### src/rtl/adcwin_pkg.sv
package adcwin_pkg;
  localparam int unsigned RES_W = 16;

  typedef enum logic [1:0] {
    WIN_SINGLE = 2'd0,
    WIN_ORDER  = 2'd1,
    WIN_SWAP   = 2'd2
  } win_mode_e;

  typedef logic [RES_W-1:0] res_t;
endpackage

### src/rtl/adcwin_cmp.sv
module adcwin_cmp
  import adcwin_pkg::*;
#(
  parameter int unsigned W = RES_W
) (
  input  logic [W-1:0] data,
  input  logic [W-1:0] thr1,
  input  logic [W-1:0] thr2,
  input  logic         range_en,
  input  logic         sel_gt,
  output logic         hit
);
  localparam int unsigned NTHR = 2;

  logic [W-1:0]    thr [NTHR];
  logic [NTHR-1:0] at_or_above;
  logic [NTHR-1:0] at_or_below;
  win_mode_e       mode;
  logic            closed_in, open_in;

  assign thr[0] = thr1;
  assign thr[1] = thr2;

  for (genvar i = 0; i < NTHR; i++) begin : g_edge
    assign at_or_above[i] = (data >= thr[i]);
    assign at_or_below[i] = (data <= thr[i]);
  end

  always_comb begin
    if (!range_en)          mode = WIN_SINGLE;
    else if (thr1 <= thr2)  mode = WIN_ORDER;
    else                    mode = WIN_SWAP;
  end

  always_comb begin
    closed_in = 1'b0;
    open_in   = 1'b0;
    hit       = 1'b0;
    unique case (mode)
      WIN_SINGLE: hit = sel_gt ? at_or_above[0] : !at_or_above[0];
      WIN_ORDER: begin
        closed_in = at_or_above[0] && at_or_below[1];
        hit       = sel_gt ? closed_in : !closed_in;
      end
      WIN_SWAP: begin
        open_in = !at_or_below[1] && !at_or_above[0];
        hit     = sel_gt ? !open_in : open_in;
      end
      default: hit = 1'b0;
    endcase
  end
endmodule

### src/rtl/adcwin_hold.sv
module adcwin_hold
  import adcwin_pkg::*;
#(
  parameter int unsigned W = RES_W
) (
  input  logic         clk,
  input  logic         rst_n,
  input  logic         take,
  input  logic [W-1:0] data,
  input  logic         rd_stb,
  output logic [W-1:0] result_q,
  output logic         flag_q
);
  always_ff @(posedge clk or negedge rst_n) begin
    if (!rst_n) begin
      result_q <= '0;
      flag_q   <= 1'b0;
    end else begin
      if (take) begin
        result_q <= data;
        flag_q   <= 1'b1;
      end else if (rd_stb) begin
        flag_q   <= 1'b0;
      end
    end
  end

  p_take_loads_r7: assert property (@(posedge clk) disable iff (!rst_n)
    take |=> (flag_q && result_q == $past(data)));

  p_skip_holds_r8: assert property (@(posedge clk) disable iff (!rst_n)
    (!take && !rd_stb) |=> ($stable(result_q) && $stable(flag_q)));

  p_read_clears_r9: assert property (@(posedge clk) disable iff (!rst_n)
    (rd_stb && !take) |=> (!flag_q && $stable(result_q)));

  p_set_beats_read_r9: assert property (@(posedge clk) disable iff (!rst_n)
    (rd_stb && take) |=> flag_q);
endmodule

### src/rtl/adcwin_top.sv
module adcwin_top
  import adcwin_pkg::*;
#(
  parameter int unsigned W = RES_W
) (
  input  logic         clk,
  input  logic         rst_n,
  input  logic         conv_valid,
  output logic         conv_ready,
  input  logic [W-1:0] conv_data,
  input  logic         cmp_en,
  input  logic         range_en,
  input  logic         sel_gt,
  input  logic [W-1:0] thr1,
  input  logic [W-1:0] thr2,
  input  logic         irq_en,
  input  logic         rd_stb,
  output logic [W-1:0] result_q,
  output logic         done_flag,
  output logic         irq
);
  logic hit;
  logic take;

  assign conv_ready = 1'b1;

  adcwin_cmp #(.W(W)) u_cmp (
    .data     (conv_data),
    .thr1     (thr1),
    .thr2     (thr2),
    .range_en (range_en),
    .sel_gt   (sel_gt),
    .hit      (hit)
  );

  assign take = conv_valid && (!cmp_en || hit);

  adcwin_hold #(.W(W)) u_hold (
    .clk      (clk),
    .rst_n    (rst_n),
    .take     (take),
    .data     (conv_data),
    .rd_stb   (rd_stb),
    .result_q (result_q),
    .flag_q   (done_flag)
  );

  assign irq = done_flag & irq_en;

  p_single_r1: assert property (@(posedge clk) disable iff (!rst_n)
    (conv_valid && !range_en) |-> (hit == (sel_gt ? !(conv_data < thr1) : (conv_data < thr1))));

  p_ord_in_r2: assert property (@(posedge clk) disable iff (!rst_n)
    (range_en && sel_gt && thr1 <= thr2) |-> (hit == !(conv_data < thr1 || conv_data > thr2)));

  p_ord_out_r3: assert property (@(posedge clk) disable iff (!rst_n)
    (range_en && !sel_gt && thr1 <= thr2) |-> (hit == (conv_data < thr1 || conv_data > thr2)));

  p_swap_out_r4: assert property (@(posedge clk) disable iff (!rst_n)
    (range_en && sel_gt && thr1 > thr2) |-> (hit == !(conv_data > thr2 && conv_data < thr1)));

  p_swap_in_r5: assert property (@(posedge clk) disable iff (!rst_n)
    (range_en && !sel_gt && thr1 > thr2) |-> (hit == (conv_data > thr2 && conv_data < thr1)));

  p_bypass_r6: assert property (@(posedge clk) disable iff (!rst_n)
    (conv_valid && !cmp_en) |=> (done_flag && result_q == $past(conv_data)));

  p_irq_gate_r10: assert property (@(posedge clk) disable iff (!rst_n)
    !done_flag |-> !irq);

  p_no_stall_r12: assert property (@(posedge clk) disable iff (!rst_n)
    conv_ready);
endmodule

### config.mk
export PLATFORM = sky130hd
export DESIGN_NAME = adcwin_top
export DESIGN_NICKNAME = d
export VERILOG_FILES = /design/src/rtl/adcwin_pkg.sv /design/src/rtl/adcwin_cmp.sv /design/src/rtl/adcwin_hold.sv /design/src/rtl/adcwin_top.sv
export SDC_FILE = /design/constraint.sdc
export NUM_CORES = 1
export LEC_CHECK = 0
export BUFFER_PORTS_ARGS = -buffer_cell sky130_fd_sc_hd__buf_2
export CORE_MARGIN = 2
export CORE_UTILIZATION = 50
export DETAILED_ROUTE_END_ITERATION = 7
export HOLD_SLACK_MARGIN = 0.03
export PLACE_DENSITY_LB_ADDON = 0.15
export SETUP_SLACK_MARGIN = 0.15
export SLEW_MARGIN = 30
export SYNTH_ARGS = -nofsm -noshare
export SYNTH_HDL_FRONTEND = slang
export SYNTH_SLANG_ARGS = --single-unit
### constraint.sdc
create_clock -name clk -period 2.65 [get_ports clk]
set_clock_uncertainty 0.15 [all_clocks]
set_input_delay 0.53 -clock clk [delete_from_list [all_inputs] [get_ports clk]]
set_output_delay 0.53 -clock clk [all_outputs]
set_load 0.02 [all_outputs]
# ---- Yosys cells after proc, flatten, opt, wreduce, memory -nomap -nowiden
# Cells that the tools add are included.
dict set report word_totals {
  reg_bits 17
  out_inout_bits 19
  wordCells 27
}
dict set report op_classes {
  order_cmp 3
  eq_ne 2
  muxes 8
  n_bitwise 1
  reduce_logical 11
}
# cell count
set op_table {}
lappend op_table {{$le A16 B16 Y1} 2}
lappend op_table {{$ge A16 B16 Y1} 1}
lappend op_table {{$logic_not A1 Y1} 5}
lappend op_table {{$mux W1} 5}
lappend op_table {{$mux W2} 2}
lappend op_table {{$logic_and A1 B1 Y1} 3}
lappend op_table {{$pmux W1 S3} 1}
lappend op_table {{$eq A2 B1 Y1 const B} 1}
lappend op_table {{$eq A2 B2 Y1 const B} 1}
lappend op_table {{$logic_not A2 Y1} 1}
lappend op_table {{$reduce_bool A2 Y1} 1}
lappend op_table {{$and A1 B1 Y1} 1}
lappend op_table {{$logic_or A1 B1 Y1} 1}

# ---- Depth between registers and ports, before layout
dict set report depth {
  word_depth 9
  ltp_mapped 10
}

# ---- By module
# A second synthesis with hierarchy kept.
dict set report unflattened {
  hier_cells 197
  area_unflattened_um2 1868.0
}
# mod n_inst cells_each area_each_um2 seq_area_each_um2
set modules_own_cells {}
lappend modules_own_cells {adcwin_cmp 1 155 1156.1 0.0}
lappend modules_own_cells {adcwin_hold 1 37 683.2 425.4}
lappend modules_own_cells {adcwin_top 1 5 28.8 0.0}

# ---- Worst setup path after synthesis
# Ideal clock, no wire load.
dict set report synth_path {
  path_kind {input port to flip-flop}
  start {input port conv_data[0]}
  end {register u_hold.result_q[10]}
  arrival_ns 2.691
  path_slack_ns -0.316
  stages 10
  path_buffers 1
  path_cell_list {inv_1 ha_1 nand2b_4 a2111oi_4 nor4b_2 nor4_4 a21oi_1 a211oi_4 buf_12 mux2_4}
}
dict set report synth_via {
  elab_chain_len 8
  word_cells_on_any_way 14
  cone_classes {2 x order compare; 4 x mux; 8 x reduce/logical}
}
# item line_no
set synth_lines {}
lappend synth_lines {{from (decl)} adcwin_top.sv:10} ;# input logic [W-1:0] conv_data,
lappend synth_lines {{$le A16 B16 Y1 / $ge A16 B16 Y1 (equally long branches)} {adcwin_cmp.sv:26, adcwin_cmp.sv:25}}
lappend synth_lines {{$logic_not A1 Y1, on equally long branches} {adcwin_cmp.sv:46, adcwin_cmp.sv:40}}
lappend synth_lines {{$logic_and A1 B1 Y1} adcwin_cmp.sv:46} ;# open_in = !at_or_below[1] && !at_or_above[0];
lappend synth_lines {{$logic_not A1 Y1} adcwin_cmp.sv:47} ;# hit = sel_gt ? !open_in : open_in;
lappend synth_lines {{$mux W1} adcwin_cmp.sv:47}
lappend synth_lines {{$pmux W1 S3 (*)} adcwin_cmp.sv:39} ;# unique case (mode)
lappend synth_lines {{$logic_or A1 B1 Y1 (*)} adcwin_top.sv:36} ;# assign take = conv_valid && (!cmp_en || hit);
lappend synth_lines {{$logic_and A1 B1 Y1 (*)} adcwin_top.sv:36}
lappend synth_lines {{to (signal assigned)} adcwin_hold.sv:20} ;# result_q <= data;
lappend synth_lines {{to (decl)} adcwin_hold.sv:11} ;# output logic [W-1:0] result_q,
# Every way passes the cells marked *; elsewhere a longest branch is shown, timed or not.
# A chain may end at the register's enable or synchronous reset.

# ---- Worst setup path after layout
dict set report layout_path {
  start {input port thr2[12]}
  end {register u_hold.result_q[14]}
}
dict set report layout_via {
  elab_chain_len 8
  word_cells_on_any_way 17
  cone_classes {2 x order compare; 2 x eq/ne; 5 x mux; 8 x reduce/logical}
}
# item line_no
set layout_lines {}
lappend layout_lines {{from (decl)} adcwin_top.sv:15} ;# input logic [W-1:0] thr2,
lappend layout_lines {{parallel branches: the longest is 5 deep, another holds $le A16 B16 Y1} --}
lappend layout_lines {{$pmux W1 S3 (*)} adcwin_cmp.sv:39}
lappend layout_lines {{$logic_or A1 B1 Y1 (*)} adcwin_top.sv:36}
lappend layout_lines {{$logic_and A1 B1 Y1 (*)} adcwin_top.sv:36}
# Every way passes the cells marked *.

==> flow_summary.yaml <==
run_status:
  status: "complete, but fails checks"
  violations: "negative setup slack"
die:
  start_util_pct: 53.0
  die_x_um: 66.8
  core_mm2: 0.00372
  die_area_mm2: 0.00446
  io_pins: 75
  rows: 22
  die-height_um: 66.8
place:
  place_hpwl_mm: 4.04
  numPortBuffers: 73
  dpl-instance-area_mm2: 0.00262
  place.gp.congestion: 0.859
global_routing:
  first_global_vias: 1916
  gr-total-overflow: 0
  grt_max_degree: 18
  grt_first_pass_wirelength_mm: 8.60
  antenna_found_initial: 0
  grt_usage_pct: 25.4
worst_setup_path:
  worstPathArrival_ns: 3.00
  endpoint_kind: "flop"
  critPathKind: "in -> reg"
  required_ns: 2.64
  worst-path-max-fanout: 4
  worstSetupStartpointType: "input port"
finish:
  finalNetCount: 414
  final_cell_area_mm2: 0.00306
  diodes: 0
  synthToLayoutAreaGrowth_pct: 55.3
  layout-drive-gt1-share_pct: 53.4
power:
  p_clk_share_pct: 16.8
  p_int_w: 0.000737
  p_per_area_mw_per_mm2: 384
  peakVddDrop_mv: 0.250
  leakagePower_nw: 1.57
  swShare_pct: 37.1
  seqPwrFrac_pct: 29.1
  switchingPower_w: 0.000435
  power_frac_comb_pct: 54.0
routing:
  vias_per_cell: 5.59
  drt_wl_total_mm: 6.21
  drc: 0
  wire_per_inst_um: 17.4
  highest_layer: "met4"
  m1WireLength_mm: 2.49
  vias: 1994
  wl_met3_um: 331
  drtIter0Drc: 77
  ant_nets: 0
  first_pass_iters: 4
  wl_met2_mm: 3.12
sta:
  setup_viol: 17
  fin_setup_tns_ns: -5.56
  rsz0062_at_grt: "yes"
  period_needed_ns: 3.01
  post-route-period-util_pct: 114
  setup_slack_ns: -0.364
  hold_viol: 0
  drv_slew: 0
  fmax_ghz: 0.332
clock_network:
  ctsLongestPathBuffers: 2
  clkTransAtPathRegs_ns: 0.07
  cts_tree: "yes"
  numCtsBuffers: 3
  root_buffer: "clkbuf_8"
  clk_latency_ns: 0.25
  ctsHoldBuffers: 0
  htree_levels: 1
  cts.sinks: 17
synth:
  synth_top_area_cell: "ha_1"
  yosysMostFrequentCell: "ha_1"
  yosysSeqAreaShare_pct: 21.6
  synthTopCellsByArea: "ha_1, dfrtp_1, inv_1, mux2_4, a21oi_1"
  syn_avg_cell_area_um2: 9.56
  ys_async_sr_fraction_pct: 100
  synth_common_cells: "ha_1, inv_1, a21oi_1"
  syn-instance-count: 206
  synth_edf_count: 0
  yosysTopAreaCellShare_pct: 30.5
  synth_top_flop_cell: "dfrtp_1"
  synth_cell_types: 38
  synth_nets: 310
  synth-seq-cells: 17
  netlist_area_mm2: 0.00197
  yosys_warnings: 0
job:
  max-cap-violations: 0
worst_hold_path:
  hold_path.class: "in -> async"
## cell families (layout without fill, tap and decap cells)
group	Yosys count	after routing	share of synthesized area, %
AOI/OAI and AO/OA	44	44	16.2
adders and majority gates	48	48	30.5
muxes	16	16	10.9
DFF	17	17	21.6
other	1	1	0.190
buffers and inverters	38	141	8.26
and+or+nand+nor	42	42	12.4
## through the flow
step / total power [W] / worst slack (ns) / utilization [%] / std cells / hold WS [ns]
floorplan: 0.000658 / -0.246 / - / 206 / 0.0844
CTS: 0.00108 / -0.182 / 75.8 / 351 / 0.0476
global placement: 0.000834 / -0.471 / 70.4 / 343 / 0.318
detailed placement: 0.000844 / -0.493 / 70.4 / 343 / 0.321
finish: 0.00117 / -0.364 / 82.3 / 357 / 0.0406
global route: 0.00124 / -0.450 / 82.3 / 357 / 0.0648
## power by group through the flow
stage,Combinational (W),Sequential [W],Clock [W]
3_3_place_gp,0.000493,0.000341,0
4_1_cts,0.000542,0.000338,0.000197
6_report,0.000633,0.000342,0.000198
2_1_floorplan,0.000256,0.000401,0
5_1_grt,0.000683,0.000346,0.000210
3_5_place_dp,0.000503,0.000342,0
## layer usage
metal,vias to the layer above,global-route usage [%]
met4,0,8.93
met1,932,28.5
li1,946,-
met5,-,0
met2,87,47.4
met3,29,4.39
## cell usage in the layout (no fill, tap or decap), drive strengths merged, types with 2 or more instances in the layout
cell | synthesis | final
o21ai | 3 | 3
clkbuf | 0 | 5
o211ai | 2 | 2
o21a | 6 | 6
nand4 | 8 | 8
a21o | 2 | 2
inv | 36 | 36
o31ai | 2 | 2
nand2b | 3 | 3
nor2 | 4 | 4
buf | 2 | 99
ha | 48 | 48
a21oi | 20 | 20
nor4 | 3 | 3
and2 | 2 | 2
nand2 | 16 | 16
dfrtp | 17 | 17
a211oi | 2 | 2
mux2 | 16 | 16
## critical path, cell delays in order
cell and delay, ns:
buf_2 0.08, inv_1 0.07, ha_1 0.31, nand4_1 0.27
nor4_4 0.28, o21ai_1 0.13, o2111ai_1 0.17, o211ai_1 0.20
a211oi_4 0.33, buf_6 0.16, clkbuf_16 0.15, mux2_4 0.30
## repair_timing
item	CTS	global route
gates resized for setup	19	41
endpoints found under the setup margin	17	17
pin swaps	0	14
buffers inserted	3	5
gates cloned	1	1
## registers in the layout, summed over array words and instances, names as in the netlist
signal / cells
u_hold.result_q: 16
u_hold.flag_q: 1
## layout make-up
| cell class | count | area [um^2] |
|---|---|---|
| Fill cell | 219 | 658 |
| Timing Repair Buffer | 101 | 731 |
| Inverter | 36 | 153 |
| Clock buffer | 3 | 41.3 |
| Tap cell | 48 | 60.1 |
| Sequential cell | 17 | 425 |
| Multi-Input combinational cell | 151 | 1640 |
| Clock inverter | 1 | 5.00 |
## worst paths after layout
check / from / endpoint / slack, ns / cells past startpoint
max: thr2[12] / u_hold.result_q[14]$_DFFE_PN0P_ / -0.36 / 12
min: rst_n / u_hold.result_q[6]$_DFFE_PN0P_ / 0.04 / 1
max reg2reg: u_hold.result_q[12]$_DFFE_PN0P_ / u_hold.result_q[12]$_DFFE_PN0P_ / 1.68 / 1
min reg2reg: u_hold.flag_q$_DFFE_PN0P_ / u_hold.flag_q$_DFFE_PN0P_ / 0.36 / 1
max in group asynchronous: rst_n / u_hold.result_q[9]$_DFFE_PN0P_ / 2.03 / 1
min in group clk: u_hold.flag_q$_DFFE_PN0P_ / u_hold.flag_q$_DFFE_PN0P_ / 0.36 / 1
No activity file was read; power rests on OpenSTA's default activity.
